$ cat src/rtl/mpUartPkg.sv
package mpUartPkg;
  localparam int DATA_W  = 8;
  localparam int FRAME_W = DATA_W + 3;
  localparam int REG_W   = 8;

  localparam logic [1:0] A_CTRL = 2'd0;
  localparam logic [1:0] A_TXD  = 2'd1;
  localparam logic [1:0] A_STAT = 2'd2;
  localparam logic [1:0] A_RXD  = 2'd3;

  typedef struct packed {
    logic txOn;
    logic rxOn;
    logic idFilter;
    logic mpFmt;
    logic parOn;
    logic parOdd;
    logic txMpBit;
  } cfg_t;

  // strobes from control to datapath
  typedef struct packed {
    logic              txStart;
    logic [DATA_W-1:0] txByte;
    logic              txExtra;
    logic              txLong;
  } ctrlStb_t;

  // one completed character from the receiver
  typedef struct packed {
    logic              done;
    logic [DATA_W-1:0] data;
    logic              mpBit;
    logic              frmErr;
    logic              parErr;
  } rxRes_t;

  typedef struct packed {
    logic txEmpty;
    logic rxFull;
    logic frmErr;
    logic parErr;
    logic ovr;
  } stat_t;

  function automatic logic parBit(input logic [DATA_W-1:0] d, input logic odd);
    return (^d) ^ odd;
  endfunction
endpackage

$ cat src/rtl/mpUartCtrl.sv
module mpUartCtrl
  import mpUartPkg::*;
(
  input  logic             clk,
  input  logic             rstN,
  input  logic             busWr,
  input  logic [1:0]       busAddr,
  input  logic [REG_W-1:0] busWdata,
  output logic [REG_W-1:0] busRdata,
  input  rxRes_t           res,
  input  logic             txBusy,
  output cfg_t             cfg,
  output ctrlStb_t         stb,
  output stat_t            stat,
  output logic [DATA_W-1:0] rxHeld
);
  logic [DATA_W-1:0] txBuf;
  logic wrCtrl, wrTx, wrStat;
  logic rxAccept, filtering, dropIt, take;

  assign wrCtrl = busWr && (busAddr == A_CTRL);
  assign wrTx   = busWr && (busAddr == A_TXD);
  assign wrStat = busWr && (busAddr == A_STAT);

  assign rxAccept  = res.done && cfg.rxOn;
  assign filtering = cfg.idFilter && cfg.mpFmt;
  assign dropIt    = filtering && !res.mpBit;
  assign take      = rxAccept && !dropIt;

  // control register; the ID filter is disarmed by an ID character
  always_ff @(posedge clk) begin
    if (!rstN) begin
      cfg <= '0;
    end else begin
      if (wrCtrl) begin
        cfg.txOn     <= busWdata[0];
        cfg.rxOn     <= busWdata[1];
        cfg.idFilter <= busWdata[2];
        cfg.mpFmt    <= busWdata[3];
        cfg.parOn    <= busWdata[4];
        cfg.parOdd   <= busWdata[5];
        cfg.txMpBit  <= busWdata[6];
      end
      if (rxAccept && filtering && res.mpBit) cfg.idFilter <= 1'b0;
    end
  end

  always_ff @(posedge clk) begin
    if (!rstN) txBuf <= '0;
    else if (wrTx) txBuf <= busWdata[DATA_W-1:0];
  end

  always_comb begin
    stb.txStart = cfg.txOn && !stat.txEmpty && !txBusy;
    stb.txByte  = txBuf;
    stb.txLong  = cfg.mpFmt || cfg.parOn;
    stb.txExtra = cfg.mpFmt ? cfg.txMpBit : parBit(txBuf, cfg.parOdd);
  end

  always_ff @(posedge clk) begin
    if (!rstN) begin
      stat   <= '{txEmpty: 1'b1, default: 1'b0};
      rxHeld <= '0;
    end else begin
      if (!cfg.txOn)                      stat.txEmpty <= 1'b1;
      else if (stb.txStart)               stat.txEmpty <= 1'b1;
      else if (wrStat && !busWdata[0])    stat.txEmpty <= 1'b0;

      if (wrStat) begin
        if (!busWdata[1]) stat.rxFull <= 1'b0;
        if (!busWdata[2]) stat.frmErr <= 1'b0;
        if (!busWdata[3]) stat.parErr <= 1'b0;
        if (!busWdata[4]) stat.ovr    <= 1'b0;
      end

      if (take) begin
        if (stat.rxFull) begin
          stat.ovr <= 1'b1;
        end else begin
          stat.rxFull <= 1'b1;
          rxHeld      <= res.data;
          if (res.frmErr) stat.frmErr <= 1'b1;
          if (res.parErr) stat.parErr <= 1'b1;
        end
      end
    end
  end

  always_comb begin
    busRdata = '0;
    case (busAddr)
      A_CTRL: busRdata = {1'b0, cfg.txMpBit, cfg.parOdd, cfg.parOn,
                          cfg.mpFmt, cfg.idFilter, cfg.rxOn, cfg.txOn};
      A_TXD:  busRdata = txBuf;
      A_STAT: busRdata = {3'b000, stat.ovr, stat.parErr, stat.frmErr,
                          stat.rxFull, stat.txEmpty};
      default: busRdata = rxHeld;
    endcase
  end
endmodule

$ cat src/rtl/mpUartDatapath.sv
module mpUartDatapath
  import mpUartPkg::*;
#(
  parameter int OVS = 16
) (
  input  logic     clk,
  input  logic     rstN,
  input  logic     baudTick,
  input  logic     rxd,
  input  cfg_t     cfg,
  input  ctrlStb_t stb,
  output logic     txd,
  output logic     txBusy,
  output rxRes_t   res
);
  localparam int CW = $clog2(OVS);
  localparam int IW = $clog2(FRAME_W + 1);
  localparam logic [CW-1:0] MID  = CW'(OVS / 2 - 1);
  localparam logic [CW-1:0] LAST = CW'(OVS - 1);
  localparam logic [IW-1:0] LEN_LONG  = IW'(FRAME_W - 1);
  localparam logic [IW-1:0] LEN_SHORT = IW'(FRAME_W - 2);

  // ---------------- transmitter ----------------
  logic                txAct;
  logic [CW-1:0]       txCnt;
  logic [IW-1:0]       txLeft;
  logic [FRAME_W-1:0]  txFrm;

  always_ff @(posedge clk) begin
    if (!rstN) begin
      txAct  <= 1'b0;
      txCnt  <= '0;
      txLeft <= '0;
      txFrm  <= '1;
    end else if (!txAct) begin
      if (stb.txStart) begin
        txAct  <= 1'b1;
        txCnt  <= '0;
        txFrm  <= {1'b1, (stb.txLong ? stb.txExtra : 1'b1), stb.txByte, 1'b0};
        txLeft <= stb.txLong ? LEN_LONG : LEN_SHORT;
      end
    end else if (baudTick) begin
      txCnt <= (txCnt == LAST) ? '0 : txCnt + 1'b1;
      if (txCnt == LAST) begin
        if (txLeft == '0) begin
          txAct <= 1'b0;
        end else begin
          txFrm  <= {1'b1, txFrm[FRAME_W-1:1]};
          txLeft <= txLeft - 1'b1;
        end
      end
    end
  end

  assign txd    = txAct ? txFrm[0] : 1'b1;
  assign txBusy = txAct;

  // ---------------- receiver ----------------
  logic              rxMeta, rxSync;
  logic              rxAct;
  logic [CW-1:0]     rxCnt;
  logic [IW-1:0]     rxIdx;
  logic [IW-1:0]     rxStop;
  logic [DATA_W-1:0] rxSh;
  logic              rxExtra;

  assign rxStop = (cfg.mpFmt || cfg.parOn) ? LEN_LONG : LEN_SHORT;

  always_ff @(posedge clk) begin
    if (!rstN) begin
      rxMeta  <= 1'b1;
      rxSync  <= 1'b1;
      rxAct   <= 1'b0;
      rxCnt   <= '0;
      rxIdx   <= '0;
      rxSh    <= '0;
      rxExtra <= 1'b0;
      res     <= '0;
    end else begin
      res.done <= 1'b0;
      rxMeta   <= rxd;
      rxSync   <= rxMeta;
      if (!cfg.rxOn) begin
        rxAct <= 1'b0;
      end else if (baudTick) begin
        if (!rxAct) begin
          if (!rxSync) begin
            rxAct <= 1'b1;
            rxCnt <= '0;
            rxIdx <= '0;
          end
        end else begin
          rxCnt <= (rxCnt == LAST) ? '0 : rxCnt + 1'b1;
          if (rxCnt == LAST) rxIdx <= rxIdx + 1'b1;
          if (rxCnt == MID) begin
            if (rxIdx == '0) begin
              if (rxSync) rxAct <= 1'b0;   // false start
            end else if (rxIdx <= IW'(DATA_W)) begin
              rxSh <= {rxSync, rxSh[DATA_W-1:1]};
            end else if (rxIdx == rxStop) begin
              rxAct      <= 1'b0;
              res.done   <= 1'b1;
              res.data   <= rxSh;
              res.mpBit  <= cfg.mpFmt && rxExtra;
              res.frmErr <= !rxSync;
              res.parErr <= cfg.parOn && !cfg.mpFmt &&
                            (rxExtra != parBit(rxSh, cfg.parOdd));
            end else begin
              rxExtra <= rxSync;
            end
          end
        end
      end
    end
  end
endmodule

$ cat src/rtl/mpUart.sv
module mpUart
  import mpUartPkg::*;
#(
  parameter int OVS = 16
) (
  input  logic       clk,
  input  logic       rstN,
  input  logic       baudTick,
  input  logic       busWr,
  input  logic [1:0] busAddr,
  input  logic [7:0] busWdata,
  output logic [7:0] busRdata,
  input  logic       rxd,
  output logic       txd,
  output logic       txEmpty,
  output logic       rxFull
);
  cfg_t              cfg;
  ctrlStb_t          stb;
  stat_t             stat;
  rxRes_t            res;
  logic              txBusy;
  logic [DATA_W-1:0] rxHeld;

  mpUartCtrl u_ctrl (
    .clk(clk), .rstN(rstN), .busWr(busWr), .busAddr(busAddr),
    .busWdata(busWdata), .busRdata(busRdata), .res(res), .txBusy(txBusy),
    .cfg(cfg), .stb(stb), .stat(stat), .rxHeld(rxHeld)
  );

  mpUartDatapath #(.OVS(OVS)) u_dp (
    .clk(clk), .rstN(rstN), .baudTick(baudTick), .rxd(rxd), .cfg(cfg),
    .stb(stb), .txd(txd), .txBusy(txBusy), .res(res)
  );

  assign txEmpty = stat.txEmpty;
  assign rxFull  = stat.rxFull;
endmodule

$ cat config.mk
export PLATFORM = sky130hd
export DESIGN_NAME = mpUart
export DESIGN_NICKNAME = d
export VERILOG_FILES = /design/src/rtl/mpUartPkg.sv /design/src/rtl/mpUartCtrl.sv /design/src/rtl/mpUartDatapath.sv /design/src/rtl/mpUart.sv
export SDC_FILE = /design/constraint.sdc
export NUM_CORES = 1
export LEC_CHECK = 0
export ABC_AREA = 0
export CORE_ASPECT_RATIO = 1.25
export CORE_MARGIN = 5
export CORE_UTILIZATION = 58
export CTS_CLUSTER_SIZE = 20
export DETAILED_ROUTE_END_ITERATION = 12
export GPL_ROUTABILITY_DRIVEN = 0
export PLACE_DENSITY = 0.88
export SYNTH_ARGS = -nofsm -noshare
export SYNTH_HDL_FRONTEND = slang
export SYNTH_SLANG_ARGS = --single-unit
export TNS_END_PERCENT = 5
$ cat constraint.sdc
create_clock -name clk -period 2.55 [get_ports clk]
set_input_delay 0.765 -clock clk [delete_from_list [all_inputs] [get_ports clk]]
set_output_delay 0.765 -clock clk [all_outputs]
set_load 0.1 [all_outputs]
==> qor.txt <==
MIN PATH
----------------------------------------------------------------------------------------
WHS Path Cells                                                                         1
Worst min-delay path startpoint                                             u_dp.rxMeta$_SDFF_PN1_
Hold Path Class                                                             flip-flop to flip-flop

SYNTHESIS
----------------------------------------------------------------------------------------
Distinct cell type count of the synthesized netlist                                   55
Share of async-settable or async-resettable flops after synthesis                     0%
Synthesized Nets                                                                     419
Post-synth EDFFs                                                                       0
FF+latch count, synth                                                                 79
Compound-Gate Fraction of Synth Area                                               12.8%
Register area share after synthesis                                                43.2%
Multiplexer fraction of the synthesized cell area                                  13.5%
Simple-gate portion of the synthesized area                                        19.1%
Combinational family with the most area after synthesis                     simple AND/OR/NAND/NOR gates
Main flop type after synthesis                                                   dfxtp_1
Synth Area per Inst                                                             9.18 um2
Xor-xnor portion of the synthesized cell area                                      5.06%
Synthesis Warnings                                                                     0
Adder-Cell Fraction of Synth Area                                                  1.71%
Netlist Area Pre-Place                                                          3660 um2
Number of instances in the synthesized netlist                                       399

SETUP PATH
----------------------------------------------------------------------------------------
List of cells traversed by the critical path                                buf_6, buf_12, mux4_2, buf_12
Required time reported for the critical path endpoint                            1.79 ns
Slowest Stage Delay on Critical Path                                             0.55 ns
WP buf/inv                                                                             3
Type of the setup path with the least slack                                 input pin to primary output
Worst r2r path cells                                                                   7
Most used cell, CP                                                                buf_12
Top cell family by delay on the critical path                               multiplexers
Max stage delay cell, worst path                                                  mux4_2
Worst setup EP type                                                         primary output
Launch instance of the worst register-to-register path                      u_dp.txLeft[0]$_SDFFE_PN0P_
Critical Path Fanout Max                                                               5
Count of cell instances traversed by the critical path                                 4
Startpoint type of the worst setup path                                        input pin
Worst setup path start                                                        busAddr[1]
Arrival time of data at the critical path endpoint                               1.74 ns

CLOCKING
----------------------------------------------------------------------------------------
Buffer levels on the longest clock path                                                2
Clock buffers created by TritonCTS                                                     9
H-tree levels                                                                          3
Clock latency reported for the late side of the worst-skew pair                  0.35 ns
Buffer cell driving the clock tree root                                         clkbuf_8
CTS tree                                                                            done
Post-cts hold buffer count                                                             0
Sink count of the clock tree                                                          79
Clock transition at path regs                                                    0.09 ns

GLOBAL ROUTING
----------------------------------------------------------------------------------------
Vias in the first global route                                                     3,279
Antenna violations before repair                                                       0
Global-route total usage across every layer                                        25.5%
Wire length of the first global-routing pass                                   15,800 um
Global route hottest layer                                                          met2
Grt met1 use                                                                       27.7%
Overflow after GRT                                                                     0
Grt met2 use                                                                       44.2%
GR met3 Demand/Resource                                                            6.31%
Pin count of the biggest net entering global routing                                  30

DETAILED ROUTING
----------------------------------------------------------------------------------------
Total wire length                                                                9590 um
DRC violations left                                                                    0
Detail Route Antenna Nets                                                              0
Detailed-routing iteration count for the pre-antenna-repair pass                       6
Vias per Instance                                                                   6.10
DR vias                                                                            3,197
Routed wire length per instance                                                  18.3 um
First DRT Iteration DRCs                                                             245

POWER AND IR DROP
----------------------------------------------------------------------------------------
Pwr per Cell Area                                                             552 nW/um2
Share of power burned in combinational logic                                        7.7%
Clk pwr share                                                                      40.7%
Reported net switching power                                                    0.634 mW
Max IR drop VDD                                                                 0.378 mV
Switch share                                                                       26.0%
Internal power                                                                   1.80 mW
Register share of total power                                                      51.6%
Leakage power figure                                                             1.73 nW

PLACEMENT
----------------------------------------------------------------------------------------
Post-DP HPWL                                                                     6090 um
Placed standard-cell area                                                       4160 um2
Number of buffers added on ports                                                      25
Setup slack after placement                                                    -0.389 ns

STA
----------------------------------------------------------------------------------------
Setup WS post-layout                                                           0.0420 ns
Portion of the clock cycle consumed by the worst path in the final layout          98.4%
Worst-case hold slack                                                           0.413 ns
Slew at the pin closest to its max-slew limit                                   0.663 ns
Final hold violation count                                                             0
Maximum clock frequency                                                          399 MHz
Final number of setup-violating endpoints                                              0
Relative slew slack                                                                55.7%
Max Slew Vio Count                                                                     0
Final critical path time including I/O delays and setup                          2.51 ns
Worst-case clock skew                                                          0.0102 ns
RSZ-0062 raised after global routing                                                  no

LAYOUT
----------------------------------------------------------------------------------------
Area growth from synthesis to final layout                                         20.6%
Antenna diode count                                                                    0
Filler cell count                                                                    422
Area used by multi-input combinational logic                                    1920 um2
Fraction of final layout cells with drive strength greater than 1                  15.5%
Final core occ                                                                     71.6%
Sequential cell area in the final layout                                        1580 um2
Total Nets Final                                                                     454
Non-Filler Cell Area, Final                                                     4410 um2

FLOORPLANNING
----------------------------------------------------------------------------------------
Top-level I/O count                                                                   26
Total core area                                                                 6170 um2
Initial core utilization                                                           59.4%
Area of the die                                                                 8010 um2
Core Rows                                                                             32
Vertical die dimension                                                           98.8 um
Floorplan die width                                                              81.1 um

RUN
----------------------------------------------------------------------------------------
Total of max-cap violations                                                            0

RUN STATUS
----------------------------------------------------------------------------------------
Status                                                                      complete, no violations

==> power groups by stage <==
stage                     registers [mW]  clock network, mW  logic [mW]
after global routing                1.26               1.05       0.196
after detailed placement            1.28                  0       0.172
after CTS                           1.26               1.00       0.183
after global placement              1.28                  0       0.167
after floorplan                     1.28                  0       0.104
final                               1.26              0.991       0.187
==> routing by layer <==
layer,vias to the layer above,share of wire (%)
met5,-,0
met1,1536,38
met4,0,4.5
met3,38,6.6
met2,144,51
li1,1479,-
==> cells in the final DEF (no fill, tap or decap), types with 3 or more instances in the layout <==
master	n
nand4_1	5
nor4_1	3
clkdlybuf4s50_1	12
nand2b_1	4
xor2_1	5
nor3_1	6
mux4_2	5
buf_12	10
o21ai_0	9
a22oi_1	3
o21a_1	3
dfxtp_1	79
ha_1	5
nand3_1	11
inv_1	8
nand2_1	54
mux2i_1	36
nor2b_1	3
nor2_1	46
clkbuf_8	9
buf_4	24
a21oi_1	25
a221o_1	9
xnor2_1	11
==> area by class of cell <==
| cell class | count | area share [%] |
|---|---|---|
| Sequential cell | 79 | 35.8 |
| Multi-Input combinational cell | 285 | 43.6 |
| Timing Repair Buffer | 50 | 12.7 |
| Tap cell | 85 | 2.41 |
| Clock inverter | 7 | 1.96 |
| Inverter | 9 | 0.765 |
| Clock buffer | 9 | 2.81 |
==> state kept, by name, summed over array words and instances (netlist names), 4 cells and up <==
register	count
u_dp.rxCnt	4
u_ctrl.stat	5
u_ctrl.cfg	7
u_dp.txFrm	10
u_dp.txCnt	4
u_dp.rxSh	8
u_dp.rxIdx	4
u_ctrl.txBuf	8
u_ctrl.rxHeld	8
u_dp.res	12
u_dp.txLeft	4
==> final timing paths <==
kind                                              endpoint  slack [ns]
worst max-delay path                           busRdata[2]        0.04
worst min-delay path                u_dp.rxSync$_SDFF_PN1_        0.41
worst max register to register  u_dp.txFrm[9]$_SDFFE_PN1P_        0.37
worst min register to register      u_dp.rxSync$_SDFF_PN1_        0.41
==> kinds of logic after synthesis <==
| kind of cell | Yosys count |
|---|---|
| AOI/OAI and AO/OA | 69 |
| xor gates and xnor gates | 18 |
| adders and majority gates | 5 |
| buffers and inverters | 35 |
| DFF | 79 |
| muxes | 43 |
| and+or+nand+nor | 150 |
==> through the flow <==
step / std cells / TNS (ns) / total power [mW]
after detailed placement: 505 / -2.85 / 1.46
after global placement: 505 / -2.62 / 1.45
after CTS: 524 / 0 / 2.44
after global routing: 524 / 0 / 2.50
after floorplan: 399 / -0.296 / 1.38
final: 524 / 0 / 2.44
==> cells in the mapped netlist (3+ instances only) <==
cell type / number / area [um2]
a21oi_1: 25 / 125
a221o_1: 9 / 90.1
a22oi_1: 3 / 22.5
buf_2: 3 / 15.0
clkbuf_1: 20 / 75.1
dfxtp_1: 79 / 1580
ha_1: 5 / 62.6
inv_1: 8 / 30.0
mux2i_1: 36 / 360
mux4_2: 5 / 113
nand2_1: 54 / 203
nand2b_1: 4 / 25.0
nand3_1: 11 / 55.1
nand4_1: 5 / 31.3
nor2_1: 47 / 176
nor2b_1: 4 / 25.0
nor3_1: 6 / 30.0
nor4_1: 3 / 18.8
o21a_1: 3 / 22.5
o21ai_0: 9 / 45.0
xnor2_1: 11 / 96.3
xor2_1: 5 / 43.8
==> repair_timing <==
action,in CTS,in global routing
endpoints found under the hold margin,0,0
buffers inserted,2,0
setup endpoints to repair,8,1
pin swaps,1,0
gates cloned,1,0
gates resized for setup,9,1
No activity file was read; power rests on OpenSTA's default activity.
